$ cat src/rtl/bclk_div_pkg.sv
package bclk_div_pkg;

    // Widest divide value the phase-length helpers support.
    localparam int DIV_CAP_W = 16;

    // Divider phase state.
    typedef enum logic [1:0] {
        PH_IDLE = 2'd0,
        PH_HIGH = 2'd1,
        PH_LOW  = 2'd2
    } phase_e;

    // Registered clock outputs carried as one bundle.
    typedef struct packed {
        logic lvl;
        logic rise;
        logic fall;
    } bclk_out_t;

    // Ticks spent high: d/2 + 1 for even d, (d+1)/2 for odd d. Both reduce to floor(d/2)+1.
    function automatic logic [DIV_CAP_W-1:0] high_ticks(input logic [DIV_CAP_W-1:0] d);
        return (d >> 1) + DIV_CAP_W'(1);
    endfunction

    // Ticks spent low: whatever remains of the d+1 tick period.
    function automatic logic [DIV_CAP_W-1:0] low_ticks(input logic [DIV_CAP_W-1:0] d);
        return (d >> 1) + DIV_CAP_W'(d[0]);
    endfunction

endpackage

$ cat src/rtl/bclk_tick_src.sv
module bclk_tick_src #(
    parameter int PRESCALE = 4
) (
    input  logic clk,
    input  logic rst,
    input  logic en,
    input  logic src_ext,
    input  logic ext_ref,
    output logic tick
);

    logic int_tick;

    generate
        if (PRESCALE <= 1) begin : g_direct
            // Every enabled system cycle is a tick.
            assign int_tick = en & ~rst;
        end else begin : g_count
            localparam int PW = $clog2(PRESCALE);
            localparam logic [PW-1:0] PRE_LAST = PW'(PRESCALE - 1);

            logic [PW-1:0] pre_cnt;

            always_ff @(posedge clk) begin
                if (rst || !en) begin
                    pre_cnt <= '0;
                end else if (pre_cnt == PRE_LAST) begin
                    pre_cnt <= '0;
                end else begin
                    pre_cnt <= pre_cnt + PW'(1);
                end
            end

            assign int_tick = en && (pre_cnt == PRE_LAST);

            // Internal ticks are never back to back.
            assert_tick_gap_R5: assert property (@(posedge clk) disable iff (rst)
                int_tick |=> !int_tick);
        end
    endgenerate

    assign tick = src_ext ? (en && ext_ref) : int_tick;

endmodule

$ cat src/rtl/bclk_phase_core.sv
module bclk_phase_core
    import bclk_div_pkg::*;
#(
    parameter int DIV_W = 8   // must not exceed DIV_CAP_W
) (
    input  logic             clk,
    input  logic             rst,
    input  logic             en,
    input  logic             tick,
    input  logic [DIV_W-1:0] div_in,
    output bclk_out_t        out_q
);

    localparam int CW = DIV_CAP_W;

    phase_e           state;
    logic [DIV_W-1:0] cur_div;   // divide value owned by the current period
    logic [DIV_W-1:0] cnt;       // ticks already spent in the current phase
    logic [CW-1:0]    cnt_next;
    logic [CW-1:0]    hi_len;
    logic [CW-1:0]    lo_len;
    logic             zero_div;

    always_comb begin
        cnt_next = CW'(cnt) + CW'(1);
        hi_len   = high_ticks(CW'(cur_div));
        lo_len   = low_ticks(CW'(cur_div));
        zero_div = (cur_div == '0);
    end

    always_ff @(posedge clk) begin
        if (rst || !en) begin
            state   <= PH_IDLE;
            out_q   <= '0;
            cnt     <= '0;
            cur_div <= '0;
        end else begin
            out_q.rise <= 1'b0;
            out_q.fall <= 1'b0;
            unique case (state)
                PH_IDLE: begin
                    if (tick) begin
                        state      <= PH_HIGH;
                        out_q.lvl  <= 1'b1;
                        out_q.rise <= 1'b1;
                        cur_div    <= div_in;
                        cnt        <= '0;
                    end
                end
                PH_HIGH: begin
                    if (zero_div) begin
                        // Pass-through: one system cycle high, then wait for the next tick.
                        state      <= PH_IDLE;
                        out_q.lvl  <= 1'b0;
                        out_q.fall <= 1'b1;
                    end else if (tick) begin
                        if (cnt_next == hi_len) begin
                            state      <= PH_LOW;
                            out_q.lvl  <= 1'b0;
                            out_q.fall <= 1'b1;
                            cnt        <= '0;
                        end else begin
                            cnt <= cnt + DIV_W'(1);
                        end
                    end
                end
                PH_LOW: begin
                    if (tick) begin
                        if (cnt_next == lo_len) begin
                            state      <= PH_HIGH;
                            out_q.lvl  <= 1'b1;
                            out_q.rise <= 1'b1;
                            cur_div    <= div_in;
                            cnt        <= '0;
                        end else begin
                            cnt <= cnt + DIV_W'(1);
                        end
                    end
                end
                default: state <= PH_IDLE;
            endcase
        end
    end

    // strobes exclusive and aligned to level changes
    assert_strobe_excl_R7: assert property (@(posedge clk) disable iff (rst)
        !(out_q.rise && out_q.fall));
    assert_rise_level_R7: assert property (@(posedge clk) disable iff (rst)
        out_q.rise |-> (out_q.lvl && !$past(out_q.lvl)));
    assert_fall_level_R7: assert property (@(posedge clk) disable iff (rst)
        out_q.fall |-> (!out_q.lvl && $past(out_q.lvl)));
    // disabled means quiet
    assert_off_quiet_R9: assert property (@(posedge clk) disable iff (rst)
        !en |=> (!out_q.lvl && !out_q.rise && !out_q.fall));
    // period divide value frozen through a high phase
    assert_div_hold_R8: assert property (@(posedge clk) disable iff (rst)
        (out_q.lvl && !out_q.rise) |-> $stable(cur_div));

endmodule

$ cat src/rtl/bclk_divider.sv
module bclk_divider
    import bclk_div_pkg::*;
#(
    parameter int DIV_W    = 8,
    parameter int PRESCALE = 4
) (
    input  logic             clk,
    input  logic             rst,
    input  logic             en,
    input  logic             src_ext,
    input  logic             ext_ref,
    input  logic [DIV_W-1:0] div_val,
    output logic             bclk,
    output logic             bclk_rise,
    output logic             bclk_fall
);

    logic      tick;
    bclk_out_t core_out;

    bclk_tick_src #(
        .PRESCALE (PRESCALE)
    ) u_tick_src (
        .clk     (clk),
        .rst     (rst),
        .en      (en),
        .src_ext (src_ext),
        .ext_ref (ext_ref),
        .tick    (tick)
    );

    bclk_phase_core #(
        .DIV_W (DIV_W)
    ) u_phase_core (
        .clk    (clk),
        .rst    (rst),
        .en     (en),
        .tick   (tick),
        .div_in (div_val),
        .out_q  (core_out)
    );

    assign bclk      = core_out.lvl;
    assign bclk_rise = core_out.rise;
    assign bclk_fall = core_out.fall;

endmodule

$ cat config.mk
export PLATFORM = sky130hd
export DESIGN_NAME = bclk_divider
export DESIGN_NICKNAME = d
export VERILOG_FILES = /design/src/rtl/bclk_div_pkg.sv /design/src/rtl/bclk_tick_src.sv /design/src/rtl/bclk_phase_core.sv /design/src/rtl/bclk_divider.sv
export SDC_FILE = /design/constraint.sdc
export NUM_CORES = 1
export LEC_CHECK = 0
export ABC_AREA = 1
export CORE_MARGIN = 5
export CORE_UTILIZATION = 40
export CTS_CLUSTER_DIAMETER = 60
export DETAILED_ROUTE_END_ITERATION = 7
export PLACE_DENSITY = 0.68
export SLEW_MARGIN = 20
export SYNTH_ARGS = -nofsm -noshare
export SYNTH_HDL_FRONTEND = slang
export SYNTH_SLANG_ARGS = --single-unit
$ cat constraint.sdc
create_clock -name clk -period 2 [get_ports clk]
set_clock_uncertainty 0.1 [all_clocks]
set_input_delay 0.2 -clock clk [delete_from_list [all_inputs] [get_ports clk]]
set_output_delay 0.2 -clock clk [all_outputs]
set_load 0.03 [all_outputs]
==> flow_summary_export.csv, run 1 <==
group,metric,value,unit
layout,layout-drive-gt1-share,0.198,
clocking,clockRootBuffer,"clkbuf_8",
route,drtAntennaViolNets,0,
route,drtIter0Drc,80,
route,wirelength,4820,um
critical_path,crit_chain,"ha_4, ha_4, inv_2, nand2_1, nand2_1, nor2_2, nand3_1, nor2_1, nand2_1, nor2_2, nand2_2, nand2_4, buf_6, nand3_2, nand2_1, a21oi_2",
placed_design,pre_cts_ws,-239,ps
clocking,cts_tree,"yes",
power,irDropWorstVdd,233,uV
floorplan,rows,25,
clocking,cts.sinks,23,
route,avgRoutedWirePerCell,11.1,um
global_route,grt_use_met1,0.212,
run,maxCapViolations,0,
critical_path,rr_endpoint,"u_phase_core.state[1]$_SDFFE_PP0P_",
timing,rsz0062_at_grt,"true",
yosys,synth_nets,349,
placed_design,dp_cells,427,
critical_path,reg2reg_slack,-130,ps
timing,period_minus_slack,2130,ps
yosys,synth_area,1910,sq um
timing,fin_ws,-135,ps
global_route,use_met3,0.0136,
power,p_leak,1.16,nW
clocking,clk_path_buf_depth,2,
critical_path,r2r_cells,16,
yosys,yosysSeqAreaShare,0.241,
min_path,min_path_type,"flop to flop",
timing,worstMarginPinSlew,311,ps
timing,hold_violations,0,
floorplan,die_w,79.2,um
timing,fmax,468,MHz
layout,antenna_cells,0,
layout,instances_no_fill,432,
outcome,violations,"setup timing",
yosys,syn_area_per_cell,5.87,sq um
timing,fin_hold_ws,335,ps
floorplan,die_area,6270,sq um
critical_path,crit_type,"flop to flop",
floorplan,io_pins,16,
yosys,synth_cell_type_count,29,
global_route,grt_busiest_layer,"met2",
clocking,path_clk_slew,90,ps
global_route,grt_usage,0.163,
timing,report.final.slew_viol_count,0,
layout,area_growth,32.6,%
timing,relSlewSlack,0.792,
clocking,postCtsHoldBufs,0,
global_route,grt_pass1_wl,8410,um
min_path,hold_depth,1,
critical_path,startpoint,"u_phase_core.cur_div[1]$_SDFFE_PP0P_",
critical_path,cp_max_fo,5,
critical_path,path_buf_inv,2,
global_route,grtUsageMet2,0.290,
critical_path,crit_cells,16,
critical_path,max_stage_delay,370,ps
placed_design,dpl.hpwl,3880,um
placed_design,globalplace.congestion,0.884,
clocking,clk_latency,270,ps
floorplan,die_y,79.2,um
yosys,synthCells,326,
floorplan,start_util,0.408,
clocking,cts-buffers-inserted,3,
global_route,grt_max_degree,18,
placed_design,io_buffers,15,
critical_path,endpoint_kind,"flop",
critical_path,worstPathRequired,2060,ps
global_route,first_global_vias,1936,
critical_path,path_common_cell,"nand2_1",
critical_path,worstPathArrival,2200,ps
route,vias,2117,
route,via_per_inst,4.90,
critical_path,crit_end,"u_phase_core.state[1]$_SDFFE_PP0P_",
layout,num-nets-final,402,
timing,setup_viol,20,
power,p_per_area,420,nW/um^2
clocking,cts_max_level,1,
critical_path,cp-start-kind,"flop",
yosys,synth_warnings,0,
yosys,ys_ff_latch,23,
timing,fin_crit_sh,1.07,
floorplan,core_area,4690,sq um
critical_path,r2r_start,"u_phase_core.cur_div[1]$_SDFFE_PP0P_",
global_route,antenna_found_initial,0,
critical_path,cp_slowest_cell,"dfxtp_4",
route,drc,0,
layout,final_util,0.541,
critical_path,path_delay_family,"simple AND/OR/NAND/NOR gates",
route,dr.pass1.iters,4,
outcome,status,"finished with violations",
global_route,grt-ovfl-total,0,
report_power, final:
group          leakage (nW)  switching, mW  internal, mW
registers             0.189         0.0152         0.474
logic                 0.949          0.150         0.127
clock network        0.0255          0.162         0.139
logic make-up (layout without fill, tap and decap cells):
| logic type | Yosys count | count (layout) | share of synthesized area |
|---|---|---|---|
| buffers and inverters | 50 | 102 | 0.103 |
| xor gates and xnor gates | 5 | 5 | 0.0229 |
| adders and majority gates | 10 | 10 | 0.0654 |
| AOI/OAI and AO/OA | 42 | 42 | 0.118 |
| DFF | 23 | 23 | 0.241 |
| and+or+nand+nor | 196 | 196 | 0.450 |
state kept, by name (all words and copies together) (netlist names):
register	flops
u_phase_core.state	2
u_phase_core.cnt	8
u_tick_src.g_count.pre_cnt	2
u_phase_core.out_q	3
u_phase_core.cur_div	8
stage by stage:
| step | area, sq um | power (mW) | setup TNS, ps |
|---|---|---|---|
| after floorplan | 1940 | 0.657 | -48.8 |
| after global placement | 2420 | 0.759 | -2960 |
| after detailed placement | 2420 | 0.763 | -3560 |
| after CTS | 2510 | 1.07 | -2010 |
| after global routing | 2540 | 1.14 | -5020 |
| final | 2540 | 1.07 | -1720 |
worst register-to-register path, stage by stage, from the launching register on:
cell and delay, ps:
dfxtp_4 370, ha_4 170, ha_4 260, inv_2 20, nand2_1 40, nand2_1 60, nor2_2 90, nand3_1 90
nor2_1 90, nand2_1 60, nor2_2 140, nand2_2 80, nand2_4 120, buf_6 130, nand3_2 80, nand2_1 80
a21oi_2 50
layout by cell type (no fill, tap or decap), drive strengths merged, types with 5 or more instances in the layout:
master and instances:
a21oi 19, buf 38, clkdlybuf4s50 15, dfxtp 23, ha 10, inv 45, nand2 117, nand3 33
nand4 5, nor2 35, o21ai 20
what timing repair did:
action	in CTS	in global routing
gates resized for setup	8	11
pin swaps	10	10
setup endpoints to repair	20	21
buffers inserted	1	0
area by class of cell:
| type | instances | area (sq um) |
|---|---|---|
| Timing Repair Buffer | 53 | 452 |
| Inverter | 45 | 169 |
| Multi-Input combinational cell | 253 | 1340 |
| Clock buffer | 3 | 41.3 |
| Tap cell | 54 | 67.6 |
| Sequential cell | 23 | 468 |
| Clock inverter | 1 | 5.00 |
| Fill cell | 476 | 2150 |
synthesized netlist by cell type:
cell	count	area share
buf_2	2	0.0052
buf_6	1	0.0059
nor4_4	1	0.011
nor2_2	3	0.0098
xnor2_1	3	0.014
nor3_1	2	0.0052
a211oi_1	2	0.0078
o21bai_1	1	0.0039
a21oi_1	18	0.047
inv_2	1	0.0020
ha_1	10	0.065
a21oi_2	1	0.0046
nand4_1	5	0.016
nand3b_1	1	0.0039
o21ai_2	1	0.0046
o21ai_0	16	0.042
nor3b_1	1	0.0039
o21ai_1	3	0.0078
nor2_4	1	0.0059
nand2_4	2	0.012
nand3_1	33	0.086
buf_1	2	0.0039
nand2_1	112	0.22
nor3_2	1	0.0052
xor2_1	2	0.0092
dfxtp_1	23	0.24
nand2_2	3	0.0098
nor2_1	31	0.061
inv_1	44	0.086
layer usage:
| metal | vias to the layer above | wire length, um | part of all wire |
|---|---|---|---|
| met5 | - | 0 | 0 |
| met4 | 0 | 43 | 0.0089 |
| met3 | 4 | 94 | 0.020 |
| met2 | 21 | 2300 | 0.48 |
| met1 | 954 | 2380 | 0.49 |
| li1 | 1138 | - | - |
worst min-delay path by stage:
stage | from | end
after global placement | u_tick_src.g_count.pre_cnt[0]$_SDFF_PP0_ | u_tick_src.g_count.pre_cnt[0]$_SDFF_PP0_
after detailed placement | u_tick_src.g_count.pre_cnt[0]$_SDFF_PP0_ | u_tick_src.g_count.pre_cnt[0]$_SDFF_PP0_
final | u_tick_src.g_count.pre_cnt[0]$_SDFF_PP0_ | u_tick_src.g_count.pre_cnt[0]$_SDFF_PP0_
after CTS | u_tick_src.g_count.pre_cnt[0]$_SDFF_PP0_ | u_tick_src.g_count.pre_cnt[0]$_SDFF_PP0_
after floorplan | div_val[2] | u_phase_core.cur_div[2]$_SDFFE_PP0P_
after global routing | u_tick_src.g_count.pre_cnt[0]$_SDFF_PP0_ | u_tick_src.g_count.pre_cnt[0]$_SDFF_PP0_
Note: power is estimated with default switching activity, not from simulation.
==> run 2: changes to the inputs <==
- CORE_ASPECT_RATIO: not set -> 1.25
==> run 2 against run 1 <==
Against the previous run:
- the run still ends with setup timing left
- sequential share of layout area down 0.15 points
- non-clock buffer count is 1 higher
- count of clock-buffer cells in the layout increased by 1
- worst setup slack improved by 29 ps
- register-to-register slack gained 30 ps
- hold slack got worse by 3.6 ps
- die area is 0.14% higher
- first-iteration DRC count is 31% higher
- combinational power hardly changed
- via count rose by 1.4%
==> flow_summary_export.csv, run 2 (synthesis results as in run 1) <==
group,metric,value,unit
layout,layout-drive-gt1-share,0.206,
layout,layout_common_cells,"111 x nand2_1, 43 x inv_1, 38 x buf_4",
critical_path,path_common_cell,"nand2_1",
critical_path,reg2reg_slack,-110,ps
layout,final_common_cell,"nand2_1",
power,power.total,1.07,mW
power,p_leak,1.17,nW
layout,nFillCells,489,
route,wirelength,5170,um
timing,fin_crit_sh,1.05,
critical_path,cp_slowest_cell,"dfxtp_4",
timing,relSlewSlack,0.774,
critical_path,endpoint_kind,"flop",
min_path,min_path_type,"flop to flop",
critical_path,cp_max_fo,5,
floorplan,io_pins,16,
clocking,cts-buffers-inserted,3,
clocking,cts_max_level,1,
timing,period_minus_slack,2110,ps
layout,instances_no_fill,439,
route,drtIter0Drc,105,
critical_path,crit_chain,"ha_4, ha_4, inv_2, nand2_1, nand2_1, nor2_1, nand3_1, nor2_1, nand2_1, nor2_4, nand2_2, nand2_4, buf_6, nand3_1, nand2_1, inv_1, nor2_1",
placed_design,globalplace.congestion,0.888,
layout,final_util,0.546,
floorplan,rows,28,
timing,report.final.slew_viol_count,0,
timing,fmax,475,MHz
critical_path,cp-start-kind,"flop",
route,drtAntennaViolNets,0,
layout,postLayoutCellArea,2560,sq um
placed_design,dp_cells,433,
layout,reg.largest.list,"u_phase_core.cnt: 8 flops, u_phase_core.cur_div: 8 flops, u_phase_core.out_q: 3 flops",
global_route,first_global_vias,2136,
timing,tns,-1640,ps
power,p_per_area,416,nW/um^2
clocking,path_clk_slew,90,ps
clocking,cts_tree,"yes",
route,dr.pass1.iters,4,
outcome,status,"finished with violations",
placed_design,placed_area,2420,sq um
critical_path,crit_type,"flop to flop",
floorplan,die_w,71.9,um
route,via_per_inst,4.89,
route,drc,0,
placed_design,io_buffers,15,
route,vias,2146,
outcome,violations,"setup timing",
critical_path,worstPathArrival,2210,ps
timing,worstMarginPinSlew,339,ps
global_route,grt-ovfl-total,0,
floorplan,die_area,6270,sq um
layout,antenna_cells,0,
placed_design,dpl.hpwl,4010,um
critical_path,max_stage_delay,370,ps
clocking,clockRootBuffer,"clkbuf_8",
clocking,cts.sinks,23,
layout,num-nets-final,403,
floorplan,die_y,87.3,um
layout,area_growth,34.1,%
power,irDropWorstVdd,304,uV
clocking,clk_latency,270,ps
run,maxCapViolations,0,
critical_path,worstPathRequired,2100,ps
floorplan,core_area,4690,sq um
critical_path,path_buf_inv,3,
global_route,antenna_found_initial,0,
global_route,grt_pass1_wl,8750,um
timing,fin_ws,-106,ps
timing,rsz0062_at_grt,"true",
timing,hold_violations,0,
clocking,clk_path_buf_depth,2,
global_route,grt_usage,0.172,
route,avgRoutedWirePerCell,11.8,um
critical_path,path_delay_family,"simple AND/OR/NAND/NOR gates",
floorplan,start_util,0.408,
global_route,grt_max_degree,18,
timing,setup_viol,20,
run 2: cell types whose count changed in the layout (fill, tap and decap cells not counted), moves of 2 or more:
cell	change
buf_4	+2
nor2_2	-2
nor2_4	+2
o21ai_1	+3
o21ai_0	-3
run 2: final timing paths:
| kind | start | to | cells past startpoint |
|---|---|---|---|
| setup / recovery | u_phase_core.cur_div[1]$_SDFFE_PP0P_ | u_phase_core.out_q[2]$_SDFFE_PP0P_ | 17 |
| hold / removal | u_tick_src.g_count.pre_cnt[0]$_SDFF_PP0_ | u_tick_src.g_count.pre_cnt[0]$_SDFF_PP0_ | 1 |
| setup reg to reg | u_phase_core.cur_div[1]$_SDFFE_PP0P_ | u_phase_core.out_q[2]$_SDFFE_PP0P_ | 17 |
| hold reg to reg | u_tick_src.g_count.pre_cnt[0]$_SDFF_PP0_ | u_tick_src.g_count.pre_cnt[0]$_SDFF_PP0_ | 1 |
run 2: layout make-up:
cell class                      count  area (sq um)  area share
Clock buffer                        4          45.0      0.0176
Inverter                           45           169      0.0659
Multi-Input combinational cell    253          1360       0.530
Sequential cell                    23           469       0.183
Tap cell                           60          75.1      0.0293
Timing Repair Buffer               54           447       0.174
run 2: metrics by stage:
step / hold slack, ps / setup WS [ps]
6_report: 331 / -106
5_1_grt: 352 / -273
4_1_cts: 336 / -122
3_5_place_dp: 322 / -212
3_3_place_gp: 319 / -177
2_1_floorplan: 250 / -22.5
run 2: repair_timing:
action                                  4_1_cts  5_1_grt
hold buffers                                  0        0
gates resized for setup                      15       11
pin swaps                                     5        3
buffers inserted                              1        1
endpoints found under the setup margin       21       21
run 2: worst reg2reg max path, stage by stage, from the launching register on:
cell and delay [ps]:
dfxtp_4 370, ha_4 170, ha_4 260, inv_2 20
nand2_1 50, nand2_1 50, nor2_1 90, nand3_1 80
nor2_1 90, nand2_1 90, nor2_4 110, nand2_2 70
nand2_4 110, buf_6 120, nand3_1 70, nand2_1 70
inv_1 40, nor2_1 90
run 2: report_power, final:
part	total, mW	internal (mW)	switching [mW]
sequential	0.490	0.474	0.0164
combinational	0.280	0.124	0.156
clock	0.298	0.142	0.155
total	1.07	0.740	0.328
run 2: per-layer routing:
metal  GRT usage  share of wire  wire length, um
met3      0.0196          0.014               71
met4      0.0564          0.016               82
met1       0.182           0.42             2180
met5           0              0                0
met2       0.342           0.55             2840
